<file path="config.mk">
export PLATFORM = sky130hd
export DESIGN_NAME = irq_status_unit
export DESIGN_NICKNAME = d
export VERILOG_FILES = /design/src/rtl/isu_pkg.sv /design/src/rtl/isu_cmd_decode.sv /design/src/rtl/isu_defer_slot.sv /design/src/rtl/irq_status_unit.sv
export SDC_FILE = /design/constraint.sdc
export NUM_CORES = 1
export LEC_CHECK = 0
export BUFFER_PORTS_ARGS = -buffer_cell sky130_fd_sc_hd__buf_2
export CAP_MARGIN = 20
export CORE_MARGIN = 1
export CORE_UTILIZATION = 42
export DETAILED_ROUTE_END_ITERATION = 6
export PLACE_DENSITY = 0.77
export SYNTH_ARGS = -nofsm -noshare
export SYNTH_HDL_FRONTEND = slang
export SYNTH_SLANG_ARGS = --single-unit
</file>
<file path="constraint.sdc">
create_clock -name clk -period 1.35 [get_ports clk]
set_input_delay 0.27 -clock clk [delete_from_list [all_inputs] [get_ports clk]]
set_output_delay 0.27 -clock clk [all_outputs]
set_load 0.03 [all_outputs]
</file>
<file path="src/rtl/isu_pkg.sv">
package isu_pkg;
    localparam int DATA_W       = 8;
    localparam int SEQ_W        = 3;
    localparam int PHASE_W      = 3;
    localparam int STAT_INT_BIT = 7;
    localparam int STAT_TC_BIT  = 4;

    localparam logic [PHASE_W-1:0] PHASE_STATUS = 3'b011;
    localparam logic [DATA_W-1:0]  CAUSE_RST    = 8'h80;
    localparam logic [DATA_W-1:0]  CAUSE_BSVC   = 8'h10;
    localparam logic [SEQ_W-1:0]   SEQ_DONE     = 3'b100;
    localparam logic [SEQ_W-1:0]   SEQ_IDLE     = 3'b000;

    typedef enum logic [1:0] {
        OP_NONE    = 2'b00,
        OP_BUS_RST = 2'b01,
        OP_SEL_EN  = 2'b10,
        OP_SEL_DIS = 2'b11
    } cmd_op_e;

    typedef struct packed {
        logic clr_cause;
        logic set_rst;
        logic raise;
    } cmd_act_t;

    typedef struct packed {
        logic [DATA_W-1:0] cause;
        logic [DATA_W-1:0] stat;
        logic [SEQ_W-1:0]  seq;
        logic [DATA_W-1:0] code;
        logic              irq;
    } isu_state_t;
endpackage

</file>
<file path="src/rtl/isu_cmd_decode.sv">
module isu_cmd_decode
    import isu_pkg::*;
(
    input  logic     cmd_valid,
    input  logic [1:0] cmd_op,
    input  logic     rpt_dis,
    output cmd_act_t act
);
    always_comb begin
        act = '0;
        if (cmd_valid) begin
            unique case (cmd_op_e'(cmd_op))
                OP_BUS_RST: begin
                    act.set_rst = 1'b1;
                    act.raise   = ~rpt_dis;
                end
                OP_SEL_EN:  act.clr_cause = 1'b1;
                OP_SEL_DIS: begin
                    act.clr_cause = 1'b1;
                    act.raise     = 1'b1;
                end
                default: act = '0;
            endcase
        end
    end
endmodule

</file>
<file path="src/rtl/isu_defer_slot.sv">
module isu_defer_slot #(
    parameter int W = 8
) (
    input  logic         clk,
    input  logic         rst_n,
    input  logic         capture,
    input  logic         release_i,
    input  logic [W-1:0] cap_status,
    output logic         pend_q,
    output logic [W-1:0] stat_q
);
    logic         pend_d;
    logic [W-1:0] stat_d;

    always_comb begin
        pend_d = pend_q;
        stat_d = stat_q;
        if (capture) begin
            pend_d = 1'b1;
            stat_d = cap_status;
        end else if (release_i) begin
            pend_d = 1'b0;
        end
    end

    always_ff @(posedge clk) begin
        if (!rst_n) begin
            pend_q <= 1'b0;
            stat_q <= '0;
        end else begin
            pend_q <= pend_d;
            stat_q <= stat_d;
        end
    end
endmodule

</file>
<file path="src/rtl/irq_status_unit.sv">
module irq_status_unit
    import isu_pkg::*;
(
    input  logic       clk,
    input  logic       rst_n,
    input  logic       rd_cause,
    input  logic       ev_set,
    input  logic [7:0] ev_cause,
    input  logic [6:0] ev_stat,
    input  logic       cmd_valid,
    input  logic [1:0] cmd_op,
    input  logic       rpt_dis,
    input  logic       cmpl_valid,
    input  logic [7:0] cmpl_status,
    output logic       irq,
    output logic [7:0] rd_data,
    output logic [7:0] status,
    output logic [2:0] seq_step,
    output logic [7:0] cmpl_code,
    output logic       defer_pending
);
    isu_state_t        st_d, st_q;
    cmd_act_t          act;
    logic              slot_pend_q;
    logic [DATA_W-1:0] slot_stat_q;
    logic              capture, release_s;

    localparam logic [DATA_W-1:0] REPORT_STAT =
        DATA_W'((1 << STAT_INT_BIT) | (1 << STAT_TC_BIT)) | DATA_W'(PHASE_STATUS);

    isu_cmd_decode u_dec (
        .cmd_valid (cmd_valid),
        .cmd_op    (cmd_op),
        .rpt_dis   (rpt_dis),
        .act       (act)
    );

    isu_defer_slot #(.W(DATA_W)) u_slot (
        .clk        (clk),
        .rst_n      (rst_n),
        .capture    (capture),
        .release_i  (release_s),
        .cap_status (cmpl_status),
        .pend_q     (slot_pend_q),
        .stat_q     (slot_stat_q)
    );

    assign release_s = rd_cause & slot_pend_q;

    // Next-state: read first, then replay, completion, command, event.
    always_comb begin
        st_d    = st_q;
        capture = 1'b0;

        if (rd_cause) begin
            st_d.cause               = '0;
            st_d.stat[STAT_TC_BIT]   = 1'b0;
            st_d.stat[STAT_INT_BIT]  = 1'b0;
            st_d.seq                 = SEQ_DONE;
            if (slot_pend_q) begin
                st_d.stat  = REPORT_STAT;
                st_d.cause = CAUSE_BSVC;
                st_d.seq   = SEQ_IDLE;
                st_d.code  = slot_stat_q;
            end
        end

        if (cmpl_valid) begin
            if (st_d.stat[STAT_INT_BIT]) begin
                capture = 1'b1;
            end else begin
                st_d.stat  = REPORT_STAT;
                st_d.cause = CAUSE_BSVC;
                st_d.seq   = SEQ_IDLE;
                st_d.code  = cmpl_status;
            end
        end

        if (act.clr_cause) st_d.cause = '0;
        if (act.set_rst)   st_d.cause = CAUSE_RST;
        if (act.raise)     st_d.stat[STAT_INT_BIT] = 1'b1;

        if (ev_set) begin
            st_d.cause                = st_d.cause | ev_cause;
            st_d.stat[DATA_W-2:0]     = st_d.stat[DATA_W-2:0] | ev_stat;
            st_d.stat[STAT_INT_BIT]   = 1'b1;
        end

        st_d.irq = st_d.stat[STAT_INT_BIT];
    end

    always_ff @(posedge clk) begin
        if (!rst_n) st_q <= '0;
        else        st_q <= st_d;
    end

    assign irq           = st_q.irq;
    assign rd_data       = st_q.cause;
    assign status        = st_q.stat;
    assign seq_step      = st_q.seq;
    assign cmpl_code     = st_q.code;
    assign defer_pending = slot_pend_q;
endmodule

</file>
-- Word-level counts from Yosys, hierarchy flattened
Index checks and enable logic that the tools add are counted.
W data, S select, Z words.
- register bits after elaboration: 37
- logic and storage cells: 32
- eq/ne operators: 3
- mux-type cells: 16
- bitwise logic cells: 4
- reduce and logical (&&, ||, !) cells: 2
- operator list (operator ; count):
    $mux W27 ; 3
    $mux W24 ; 1
    $mux W16 ; 1
    $mux W8 ; 2
    $or A8 B8 Y8 ; 1
    $mux W1 ; 7
    $or A7 B7 Y7 ; 1
    $eq A2 B2 Y1 const B ; 2
    $mux W3 ; 1
    $eq A2 B1 Y1 const B ; 1
    $pmux W1 S2 ; 1
    $reduce_bool A2 Y1 ; 1
    $reduce_or A2 Y1 ; 1
    $and A1 B1 Y1 ; 1
    $not A1 Y1 ; 1

-- Depth between registers and ports, before layout
- depth after elaboration: 8
- depth in mapped cells: 5
- gate-level depth less buffers: 3

-- Hierarchy
A second synthesis with hierarchy kept.
- cells, all modules: 166
- area total of the unflattened synthesis: 1554.0 um^2
- modules (own cells, without submodules) (module ; instances ; cells each ; area each (um^2)):
    irq_status_unit ; 1 ; 133 ; 1191.1
    isu_defer_slot ; 1 ; 28 ; 335.3
    isu_cmd_decode ; 1 ; 5 ; 27.5

-- Least setup slack after synthesis
OpenSTA, ideal clock, no wires.
- path type: reg2reg
- start: reg u_slot.pend_q
- end: reg st_q, in the netlist irq
- setup time: 0.125 ns
- arrival time: 1.204 ns
- data required time: 1.225 ns
- path slack: 0.021 ns
- cell stages (with the launch flop): 4
- clock period less this slack: 1.329 ns
- cells stage by stage: dfxtp_1 > mux2_4 > buf_6 > o41a_1
- word-level cells in the longest chain between the ends: 5
- ends and longest elaborated chain (element ; RTL line ; text):
    start: declaration ; isu_defer_slot.sv:9 ; output logic pend_q,
    start signal: assignment ; isu_defer_slot.sv:31 ; pend_q <= pend_d;
    $mux W24 ; irq_status_unit.sv:60 ; if (slot_pend_q) begin
    $mux W27 ; irq_status_unit.sv:55 ; if (rd_cause) begin
    $mux W27 ; irq_status_unit.sv:68 ; if (cmpl_valid) begin
    $mux W1 ; irq_status_unit.sv:81 ; if (act.raise) st_d.stat[STAT_INT_BIT] = 1'b1;
    $mux W16 ; irq_status_unit.sv:83 ; if (ev_set) begin
    end signal: assignment ; irq_status_unit.sv:94 ; else st_q <= st_d;
    end: declaration ; irq_status_unit.sv:22 ; isu_state_t st_d, st_q;
No other way between the ends.
A chain may end at the register's enable or synchronous reset.

-- Worst setup path in the final report
- start: reg u_slot.pend_q
- end: out defer_pending
- RTL lines (element ; RTL line ; text):
    end: declaration ; irq_status_unit.sv:20 ; output logic defer_pending
No word-level cell between the ends.

==> results.yml <==
worst_setup_path:
  worst-endpoint-required_ns: 1.08
  timing.critical_path.from_type: "flop"
  cp.depth: 1
  crit_type: "reg -> out"
  critical_path.max_stage_delay_ns: 0.43
  crit_path_max_fanout: 5
  cp_cell_sequence: "buf_2"
  rr_worst_depth: 2
  critical_path.n_buffers_inverters: 1
  critPathTopFamily: "flip-flops"
  endpoint_kind: "primary output"
  worst_ep_arrival_time_ns: 1.01
  critical_path.slowest_cell: "sky130_fd_sc_hd__dfxtp_1"
cells_and_area:
  mostFrequentLayoutCell: "sky130_fd_sc_hd__buf_2"
  final_cell_mix: "sky130_fd_sc_hd__buf_2 (60), sky130_fd_sc_hd__dfxtp_1 (36), sky130_fd_sc_hd__nand2_1 (29)"
  layout-drive-gt1-share_pct: 34.1
  syn2layout_area_growth_pct: 30.5
  fin_nets: 257
  insertedDiodeCount: 0
job:
  cap_violations: 0
grt:
  globalRouteTotalUtil_pct: 18.4
  grt_start_max_net_pins: 20
  grt_first_pass_wirelength_um: 4930
  gr-total-overflow: 0
  antenna_found_initial: 0
  grt_pass1_vias: 1126
placement:
  placement.io_buffers: 60
  routabilityCongestion: 0.787
  post-dp-hpwl_um: 2400
route:
  route.detailed.vias_per_inst: 4.89
  via_count: 1331
  drt_drc_violations_left: 0
  dr.first_iter.drc_count: 44
  routedWlPerCell_um: 11.8
  postRouteAntennaNets: 0
  drt_wl_total_um: 3200
  drt_first_pass_iters: 4
logic_synthesis:
  ys.flop_type: "sky130_fd_sc_hd__dfxtp_1"
  yosysTopAreaCellShare_pct: 49.2
  ys_async_sr_fraction_pct: 0
  ys_seq_elements: 36
  avgSynthCellArea_um2: 8.98
  mappedNetlistNets: 195
  library_cell_occupying_the_most_area_in_the_post_synthesis_netlist: "sky130_fd_sc_hd__dfxtp_1"
  synth_area_um2: 1460
  sequential_element_share_of_the_synthesized_area_pct: 49.2
  post_synth_inst_count: 163
  synth_enable_flop_cells: 0
  yosys_warnings: 0
  yosys-top-cells-area: "sky130_fd_sc_hd__dfxtp_1 (49%), sky130_fd_sc_hd__mux2i_1 (11%), sky130_fd_sc_hd__nand2_1 (7.4%)"
  yosysUniqueCellTypes: 25
pwr:
  worst_ir_drop_vdd_v: 0.000797
  static-leakage-power_nw: 0.974
  power_density_nw_per_um2: 1150
floorplanning:
  die_area_um2: 3730
  initial_core_util_pct: 43.9
  placementRows: 21
  floorplan.io_pins: 61
  chipWidth_um: 61.0
  fp.coreArea_um2: 3340
  die_h_um: 61.0
sta:
  max_clock_freq_mhz: 782
  worstMarginPinSlew_ns: 0.332
  slew_headroom_pct: 77.8
  hold-worst-slack_ns: 0.154
  final_max_slew_viol_count: 0
  rsz0062_at_grt: "no"
  skew_ns: 0.00934
  finalHoldViolations: 0
  final_period_minus_worst_setup_slack_ns: 1.28
  final.setup.tns_ns: 0
  layout_worst_path_cycle_share_pct: 94.8
  setup_violations: 0
clock_tree:
  cts_htree_levels: 2
  clk_pin_slew_ns: 0.11
  postCtsSetupRepairBufs: 0
  cts.repair.resized: 0
  worst_skew_pair.late_latency_ns: 0.34
  tritoncts.num_buffers: 5
  cts.sinks: 36
  holdBufCountCts: 0
  clockRootBuffer: "sky130_fd_sc_hd__clkbuf_4"
  clock_tree_from_tritoncts: "yes"
  max_root_sink_buffers: 2
hold_path:
  hold_path_class: "in -> reg"
  worst_hold_path.num_cells: 3
status:
  outcome: "finished clean"
## power by group
group          internal [W]  total (W)  leakage [nW]  switching [W]
Sequential          0.00113    0.00116         0.297      0.0000336
Clock              0.000253   0.000616        0.0305       0.000363
Combinational      0.000159   0.000429         0.647       0.000270
## through the flow
stage                     std cells  utilization [%]  power, W  cell area [um2]  setup WS [ns]
final                           272             57.3   0.00221             1910         0.0707
after detailed placement        264             55.3   0.00162             1840         0.0855
after floorplan                 163                -   0.00146             1460         0.0209
after CTS                       272             57.3   0.00223             1910         0.0570
after global routing            272             57.3   0.00232             1910        0.00344
after global placement          264             55.3   0.00161             1840          0.109
## kinds of logic after synthesis
kind of cell | share of synthesized area (%)
AO/OA/AOI/OAI | 17.7
buffers and inverters | 5.13
flip-flops | 49.2
multiplexers | 12.0
AND/OR/NAND/NOR | 16.0
## metal layers
layer,GRT usage (%),wire (um),vias to the layer above
met1,23.3,1470,597
met2,28.1,1550,38
met5,0,0,-
li1,-,-,694
met3,6.30,160,2
met4,9.09,23,0
## Yosys cell counts (2+ instances only)
master and number:
sky130_fd_sc_hd__dfxtp_1 36, sky130_fd_sc_hd__nand2_1 29, sky130_fd_sc_hd__a21oi_1 18, sky130_fd_sc_hd__mux2i_1 16, sky130_fd_sc_hd__o21ai_0 13, sky130_fd_sc_hd__nand3_1 12
sky130_fd_sc_hd__clkbuf_1 8, sky130_fd_sc_hd__o31ai_1 8, sky130_fd_sc_hd__inv_1 3, sky130_fd_sc_hd__and2_1 2, sky130_fd_sc_hd__and3_1 2, sky130_fd_sc_hd__buf_6 2
sky130_fd_sc_hd__nand2b_1 2
## worst paths after layout
kind,startpoint,end,slack (ns)
max,u_slot.pend_q,defer_pending,0.07
min,ev_cause[6],rd_data[6],0.15
max reg2reg,u_slot.pend_q,irq,0.17
min reg2reg,status[5],status[5],0.46
## cell type report
class | count | area [um2]
inverter | 4 | 15.0
fill | 319 | 1430
timing repair buffer | 66 | 383
clock inverter | 2 | 15.0
tap | 46 | 57.6
sequential | 36 | 721
clock buffer | 6 | 51.3
multi-input combinational | 112 | 668
## registers in the layout, summed over array words and instances, names as in the netlist
name	cells
cmpl_code	8
irq	1
rd_data	8
seq_step	3
status	7
u_slot.pend_q	1
u_slot.stat_q	8
Note: power is estimated with default switching activity, not from simulation.
